[config.mk]
export PLATFORM = sky130hd
export DESIGN_NAME = slpctl
export DESIGN_NICKNAME = d
export VERILOG_FILES = /design/src/rtl/slpctl.sv
export SDC_FILE = /design/constraint.sdc
export NUM_CORES = 1
export LEC_CHECK = 0
export ABC_AREA = 1
export ABC_CLOCK_PERIOD_IN_PS = 1300
export BUFFER_PORTS_ARGS = -buffer_cell sky130_fd_sc_hd__buf_2
export CAP_MARGIN = 20
export CORE_AREA = 2 2 52 49
export DETAILED_ROUTE_END_ITERATION = 10
export DIE_AREA = 0 0 54 51
export PLACE_DENSITY_LB_ADDON = 0.3
export SLEW_MARGIN = 40
export SYNTH_ARGS = -nofsm -noshare
export SYNTH_HDL_FRONTEND = slang
export SYNTH_SLANG_ARGS = --single-unit
[constraint.sdc]
create_clock -name clk -period 1.3 [get_ports clk]
set_input_delay 0.26 -clock clk [delete_from_list [all_inputs] [get_ports clk]]
set_output_delay 0.26 -clock clk [all_outputs]
set_load 0.05 [all_outputs]
[src/rtl/slpctl.sv]
module slpctl #(
  parameter int STARTUP_CYC = 6,
  parameter int HOLD_CYC    = 4
) (
  input  logic       clk,
  input  logic       rst_n,
  input  logic       reg_we,
  input  logic [7:0] reg_wdata,
  output logic [7:0] reg_rdata,
  input  logic       slp_stb,
  input  logic       irq,
  input  logic       wake_rst,
  output logic       gate_cpu,
  output logic       gate_io,
  output logic       gate_adc,
  output logic       gate_tmr,
  output logic       gate_osc,
  output logic       halt,
  output logic       resume,
  output logic       rst_wake
);
  localparam int TOTAL = HOLD_CYC + STARTUP_CYC;
  localparam int CW    = $clog2(TOTAL + 1);

  typedef enum logic [1:0] {ST_RUN, ST_SLP, ST_WAKE} st_t;

  st_t           st;
  logic [2:0]    mode_q, mode_lat;
  logic          en_q;
  logic [CW-1:0] cnt;
  logic [4:0]    gv;

  wire mode_ok = mode_q[2:1] != 2'b10;
  wire go      = (st == ST_RUN) && slp_stb && en_q && mode_ok;

  function automatic logic [4:0] decode(input logic [2:0] m);
    case (m)
      3'b000:  decode = 5'b10000;
      3'b001:  decode = 5'b11000;
      3'b010:  decode = 5'b11111;
      3'b011:  decode = 5'b11101;
      3'b110:  decode = 5'b11110;
      3'b111:  decode = 5'b11100;
      default: decode = 5'b00000;
    endcase
  endfunction

  always_ff @(posedge clk or negedge rst_n) begin
    if (!rst_n) begin
      st       <= ST_RUN;
      mode_q   <= '0;
      en_q     <= 1'b0;
      mode_lat <= '0;
      cnt      <= '0;
      resume   <= 1'b0;
      rst_wake <= 1'b0;
    end else if (wake_rst) begin
      rst_wake <= (st == ST_SLP);
      st       <= ST_RUN;
      mode_q   <= '0;
      en_q     <= 1'b0;
      mode_lat <= '0;
      cnt      <= '0;
      resume   <= 1'b0;
    end else begin
      resume   <= 1'b0;
      rst_wake <= 1'b0;
      case (st)
        ST_RUN: begin
          if (reg_we) {mode_q, en_q} <= reg_wdata[3:0];
          if (go) begin
            st       <= ST_SLP;
            mode_lat <= mode_q;
          end
        end
        ST_SLP: if (irq) begin
          st  <= ST_WAKE;
          cnt <= '0;
        end
        ST_WAKE: begin
          if (cnt == CW'(TOTAL - 1)) begin
            st     <= ST_RUN;
            resume <= 1'b1;
          end else begin
            cnt <= cnt + 1'b1;
          end
        end
        default: st <= ST_RUN;
      endcase
    end
  end

  assign gv        = (st == ST_SLP) ? decode(mode_lat) : 5'b00000;
  assign {gate_cpu, gate_io, gate_adc, gate_tmr, gate_osc} = gv;
  assign halt      = st != ST_RUN;
  assign reg_rdata = {4'b0000, mode_q, en_q};
endmodule

==> flow_metrics.py, run 1 <==
metrics = {
    "placed_design": {
        "gpl.final_weighted_congestion": 0.675,
        "dp_hpwl_um": 1280,
        "port-buffer-count": 21,
    },
    "die": {
        "die_h_um": 51,
        "die_w_um": 54,
        "row_count": 17,
        "core_area_um2": 2300,
        "ios": 30,
        "dieArea_um2": 2750,
        "start_util_pct": 36.8,
    },
    "logic_synthesis": {
        "synthesis.area_um2": 845,
        "async_flop_share_pct": 100,
        "synth_top_cell_by_area": "dfrtp_1",
        "synth_cells": 103,
        "ys_seq_area_share_pct": 44.4,
        "synth_common_cells": "nand2_1, dfrtp_1, inv_1, nor2_1",
        "yosysMostFrequentCell": "nand2_1",
        "synthFlopType": "dfrtp_1",
        "synth_edf_count": 0,
        "yosys.cell_types.count": 22,
        "avgSynthCellArea_um2": 8.20,
        "yosys_warnings": 0,
        "synthTopCellsByArea": "dfrtp_1, nand2_1, inv_1, nor2_1, nor2_4",
        "synth_top_area_share_pct": 44.4,
        "ys_seq_elements": 15,
    },
    "power": {
        "p_comb_share_pct": 59.8,
        "leakage_nw": 0.609,
        "seqPwrFrac_pct": 28.0,
        "pwr_density_cell_nw_per_um2": 1820,
        "power.internal_mw": 1.15,
        "p_clk_share_pct": 12.2,
        "power_switching_mw": 1.01,
        "ir_worst_vdd_uv": 1010,
        "p_sw_share_pct": 46.7,
    },
    "finish": {
        "fillers": 231,
        "antennaDiodeCount": 0,
        "layout-drive-gt1-share_pct": 42.3,
        "seqCellArea_um2": 375,
        "multi_input_area_um2": 438,
        "area.growth.synth_to_final_pct": 40.3,
        "nets": 154,
    },
    "sta": {
        "fin_skew_ns": 0.00366,
        "fin_crit_ns": 1.57,
        "timing.final.ws_setup_ns": -0.269,
        "slew_violations": 0,
        "setup_tns_ns": -1.34,
        "fin_crit_sh_pct": 121,
        "whs_ns": 0.189,
        "rsz0062_at_grt": "yes",
        "max_freq_mhz": 637,
        "setup_viol": 6,
        "final_hold_viol_count": 0,
    },
    "grt": {
        "gr-usage-met2_pct": 25.6,
        "busiest_layer": "met2",
        "use_met1_pct": 18.4,
        "grt_max_degree": 16,
        "overflow": 0,
        "grtUsageMet3_pct": 1.75,
        "grt_pass1_wl_um": 3030,
        "grt_pass1_vias": 740,
        "antenna_found_initial": 0,
        "gr-usage-all-layers_pct": 14.9,
    },
    "worst_hold_path": {
        "min_path_type": "input pin to flop",
    },
    "status": {
        "outcome": "finished, violations left",
        "violations": "negative setup slack",
    },
    "worst_setup_path": {
        "slowest_stage": "dfrtp_1",
        "cp-start-kind": "flop",
        "cpMostUsedCell": "nor2_4",
        "arrival_ns": 1.31,
        "cp_cell_sequence": "nor2_4, inv_2, nor2_4, inv_2, nor2_4, buf_8",
        "critPathMaxStageDelay_ns": 0.42,
        "cp_top_family": "flip-flops",
        "setup.worst_path.class": "flop to output pin",
        "critPathMaxFanout": 3,
        "crit_buf_inv": 3,
        "endpoint_kind": "output pin",
        "required_ns": 1.04,
    },
    "drt": {
        "detail-route-antenna-nets": 0,
        "vias": 748,
        "drt-total-wl_um": 1740,
        "first_pass_iters": 4,
        "via_per_inst": 4.53,
        "drtIter0Drc": 11,
        "drc": 0,
        "wl_per_cell_um": 10.5,
    },
    "flow_run": {
        "drv_cap": 0,
    },
    "clocking": {
        "ctsLongestPathBuffers": 2,
        "cts_buffers": 3,
        "cts_tree": "done",
        "path_clk_slew_ns": 0.09,
        "cts_num_sinks": 15,
        "root_buffer": "clkbuf_4",
        "cts_max_level": 1,
        "clock_latency_ns": 0.28,
    },
}
==> layout make-up <==
| cell class | count | area share [%] |
|---|---|---|
| clock buffers | 4 | 2.22 |
| inverters | 16 | 5.28 |
| multi-input cells | 69 | 37.0 |
| flip-flops and latches | 15 | 31.7 |
| well taps | 28 | 2.96 |
| repair buffers | 33 | 20.9 |
==> worst min-delay path, delay by kind of cell <==
family | cells | cell delay (ns)
compound gates | 1 | 0.07
buf+inv | 2 | 0.11
==> through the flow <==
step                      utilization (%)  power, mW  instance area [µm²]  instances  setup WS [ns]
after floorplan                         -       1.36                  871        106         -0.320
after global placement               44.1       1.59                 1010        155        -0.0296
after detailed placement             44.1       1.61                 1010        155        -0.0519
after CTS                            49.1       2.06                 1130        164         -0.252
after global routing                 51.6       2.29                 1180        165         -0.347
final                                51.6       2.15                 1180        165         -0.269
==> cells in the final DEF, fill, tap and decap left out <==
master / netlist / layout
buf_2: 1 / 16
dfrtp_1: 15 / 15
nand2_1: 17 / 13
inv_1: 12 / 12
nor2_1: 12 / 10
buf_4: 5 / 10
nor2_4: 4 / 7
o21ai_0: 8 / 7
nand3_1: 8 / 6
nand2_2: 2 / 5
o21ai_1: 3 / 4
conb_1: 1 / 4
buf_8: 0 / 4
inv_2: 4 / 3
clkbuf_4: 0 / 3
o21ai_2: 2 / 2
nand3_4: 0 / 2
nand2_4: 1 / 2
ha_1: 2 / 2
buf_6: 0 / 2
inv_4: 0 / 1
nand3_2: 1 / 1
nor4_1: 1 / 1
xor2_1: 1 / 1
xnor2_1: 1 / 1
o21bai_1: 1 / 1
clkbuf_1: 0 / 1
dlygate4sd3_1: 0 / 1
==> path summary, 6_finish.rpt <==
kind,cells past startpoint,end,slack (ns),from
max in group asynchronous,2,cnt[0]$_DFFE_PN0P_,0.64,rst_n
max,6,gate_tmr,-0.27,st[1]$_DFFE_PN0P_
min in group asynchronous,2,mode_q[0]$_DFFE_PN0P_,0.41,rst_n
min reg2reg,2,mode_lat[2]$_DFFE_PN0P_,0.55,mode_lat[2]$_DFFE_PN0P_
max reg2reg,9,cnt[0]$_DFFE_PN0P_,0,st[1]$_DFFE_PN0P_
min,3,mode_q[2]$_DFFE_PN0P_,0.19,reg_wdata[3]
==> power groups by stage <==
| stage | Clock, mW | Sequential (mW) | Combinational (mW) |
|---|---|---|---|
| after global placement | 0 | 0.609 | 0.981 |
| after CTS | 0.268 | 0.603 | 1.19 |
| after floorplan | 0 | 0.730 | 0.629 |
| final | 0.262 | 0.603 | 1.29 |
| after global routing | 0.290 | 0.613 | 1.39 |
| after detailed placement | 0 | 0.614 | 0.995 |
==> metal layers <==
| metal | up-vias | routed length [µm] |
|---|---|---|
| met5 | - | 0 |
| met4 | 0 | 41 |
| met3 | 4 | 51 |
| met2 | 22 | 900 |
| met1 | 340 | 744 |
| li1 | 382 | - |
==> timing repair <==
action,4_1_cts,5_1_grt
gates resized for setup,15,12
hold endpoints to repair,15,0
setup buffers,4,2
endpoints found under the setup margin,6,15
hold buffers,1,0
pin swaps,1,4
==> state kept, by name, summed over array words and instances, names as in the netlist <==
register and count:
resume 1, mode_lat 3, st 2, en_q 1, mode_q 3, rst_wake 1, cnt 4
==> kinds of logic (layout without fill, tap and decap cells) <==
| group | Yosys count | count (layout) | synth area share [%] |
|---|---|---|---|
| AO/OA/AOI/OAI | 14 | 14 | 9.48 |
| flip-flops | 15 | 15 | 44.4 |
| XOR/XNOR | 2 | 2 | 2.07 |
| AND/OR/NAND/NOR | 47 | 47 | 28.4 |
| other | 1 | 4 | 0.444 |
| buffers and inverters | 22 | 53 | 12.1 |
| adder cells (fa/ha/maj) | 2 | 2 | 2.96 |
No activity file was read; power rests on OpenSTA's default activity.
==> run 2, diff against run 1 <==
--- a/config.mk
+++ b/config.mk
@@ -12,7 +12,7 @@
 export CORE_AREA = 2 2 52 49
 export DETAILED_ROUTE_END_ITERATION = 10
 export DIE_AREA = 0 0 54 51
-export PLACE_DENSITY_LB_ADDON = 0.3
+export PLACE_DENSITY = 0.69
 export SLEW_MARGIN = 40
 export SYNTH_ARGS = -nofsm -noshare
 export SYNTH_HDL_FRONTEND = slang
==> run 2 against run 1 <==
  * The flow still finishes with violations (negative setup slack)
  * Total power up 7.7%
  * Fmax is 2.1% lower
  * Final area grew 4.8%
  * Global-route usage is 0.73 points higher
  * Wire length is 13% higher
  * Register-to-register slack worse by 0.13 ns
  * Count of clock-buffer cells in the layout unchanged
  * Sequential power about the same
  * Clock power up 8.8%
  * Critical path type unchanged
  * Critical endpoint unchanged
  * Largest cell class unchanged
==> flow_metrics.py, run 2 (synthesized netlist as in run 1, its figures left out) <==
metrics = {
    "finish": {
        "seqCellArea_um2": 375,
        "nets": 157,
        "area.growth.synth_to_final_pct": 47.0,
        "reg_top3": "cnt (4), mode_lat (3), mode_q (3)",
        "largest_reg_flops": 4,
        "layout-drive-gt1-share_pct": 50.0,
        "antennaDiodeCount": 0,
        "top_register": "cnt",
        "final_area_um2": 1240,
        "final_cell_mix": "buf_2, dfrtp_1, buf_4",
        "multi_input_area_um2": 469,
        "fillers": 209,
        "stdcell_count": 168,
        "final_common_cell": "buf_2",
    },
    "sta": {
        "slew_violations": 0,
        "fin_skew_ns": 0.00444,
        "timing.final.ws_setup_ns": -0.303,
        "setup_tns_ns": -2.09,
        "whs_ns": 0.164,
        "final_hold_viol_count": 0,
        "rsz0062_at_grt": "yes",
        "max_freq_mhz": 624,
        "fin_crit_ns": 1.60,
        "fin_crit_sh_pct": 123,
        "setup_viol": 16,
    },
    "die": {
        "die_h_um": 51,
        "start_util_pct": 36.8,
        "core_area_um2": 2300,
        "row_count": 17,
        "die_w_um": 54,
        "dieArea_um2": 2750,
        "ios": 30,
    },
    "drt": {
        "detail-route-antenna-nets": 0,
        "first_pass_iters": 4,
        "drc": 0,
        "drt-total-wl_um": 1970,
        "wl_per_cell_um": 11.7,
        "drtIter0Drc": 13,
        "via_per_inst": 4.71,
        "vias": 791,
    },
    "power": {
        "ir_worst_vdd_uv": 924,
        "pwr_density_cell_nw_per_um2": 1870,
        "leakage_nw": 0.622,
    },
    "worst_setup_path": {
        "crit_buf_inv": 4,
        "cpMostUsedCell": "nor2_4",
        "cp_top_family": "flip-flops",
        "cp_cell_sequence": "inv_2, nor2_4, inv_2, nor2_4, inv_4, nor2_4, buf_8",
        "regToRegStartpoint": "st[1]$_DFFE_PN0P_",
        "setup.worst_path.class": "flop to output pin",
        "arrival_ns": 1.34,
        "r2r_slack_ns": -0.13,
        "cp-start-kind": "flop",
        "critPathMaxFanout": 3,
        "worstRegToRegCells": 10,
        "slowest_stage": "dfrtp_1",
        "critPathMaxStageDelay_ns": 0.39,
        "required_ns": 1.04,
        "timing.rr.end": "mode_q[2]$_DFFE_PN0P_",
        "endpoint_kind": "output pin",
    },
    "grt": {
        "grt_pass1_wl_um": 2990,
        "grt_max_degree": 16,
        "antenna_found_initial": 0,
        "grt_pass1_vias": 756,
        "gr-usage-all-layers_pct": 15.6,
        "overflow": 0,
    },
    "placed_design": {
        "dp_hpwl_um": 1310,
        "place_area_um2": 1030,
        "port-buffer-count": 21,
        "gpl.final_weighted_congestion": 0.750,
        "place_inst": 157,
    },
    "clocking": {
        "cts_buffers": 3,
        "path_clk_slew_ns": 0.09,
        "clock_latency_ns": 0.30,
        "cts_tree": "done",
        "ctsLongestPathBuffers": 2,
        "cts_max_level": 1,
        "root_buffer": "clkbuf_4",
        "cts_num_sinks": 15,
    },
    "status": {
        "outcome": "finished, violations left",
        "violations": "negative setup slack",
    },
    "worst_hold_path": {
        "hold-path-cell-count": 3,
        "min_path_type": "input pin to flop",
        "min-delay-start": "reg_wdata[3]",
        "hold_end": "mode_q[2]$_DFFE_PN0P_",
    },
    "flow_run": {
        "drv_cap": 0,
    },
}
-- run 2: changes by cell type in the layout (fill, tap and decap cells not counted), moves of 2 or more --
cell | before | now
o21ai_0 | 7 | 4
buf_6 | 2 | 4
nor2_1 | 10 | 8
buf_4 | 10 | 12
nand2_2 | 5 | 7
nand2_1 | 13 | 11
o21ai_2 | 2 | 5
-- run 2: worst max path at each step --
stage | startpoint | endpoint | slack (ns) | cells after the start
after floorplan | st[0]$_DFFE_PN0P_ | gate_tmr | -0.32 | 6
after global placement | st[1]$_DFFE_PN0P_ | gate_io | -0.03 | 4
after detailed placement | st[1]$_DFFE_PN0P_ | gate_io | -0.04 | 4
after CTS | st[1]$_DFFE_PN0P_ | gate_tmr | -0.27 | 6
after global routing | st[1]$_DFFE_PN0P_ | gate_io | -0.38 | 6
final | st[0]$_DFFE_PN0P_ | gate_tmr | -0.30 | 7
-- run 2: final cells by class --
cell class / instances / share of cell area, %
clock buffer: 4 / 2.12
sequential: 15 / 30.2
tap: 28 / 2.82
inverter: 16 / 5.24
multi-input combinational: 69 / 37.8
timing repair buffer: 36 / 21.8
-- run 2: power breakdown --
part	total [mW]	leakage (nW)	switching [mW]	internal (mW)
clock network	0.285	0.0150	0.165	0.120
logic	1.43	0.403	0.872	0.554
registers	0.606	0.204	0.0583	0.547
total	2.32	0.622	1.10	1.22
-- run 2: through the flow --
stage	power [mW]	util (%)	worst slack, ns
after floorplan	1.36	-	-0.320
after global placement	1.61	44.8	-0.0291
after detailed placement	1.64	44.8	-0.0422
after CTS	2.14	50.4	-0.274
after global routing	2.44	54.0	-0.384
final	2.32	54.0	-0.303
-- run 2: per-layer routing --
metal	GRT usage, %	part of all wire, %
met2	28.0	55
met4	10.0	2.6
met1	15.6	38
met3	3.51	3.9
met5	0	0
-- run 2: timing repair --
action | 4_1_cts | 5_1_grt
hold buffers | 1 | 0
pin swaps | 1 | 5
endpoints found under the hold margin | 15 | 0
gates resized for setup | 18 | 23
setup endpoints to repair | 6 | 19
buffers inserted | 6 | 1
-- run 2: tightest hold or removal path, cell delays in order --
cell and delay (ns):
buf_2 0.09, o21ai_2 0.05, inv_1 0.04
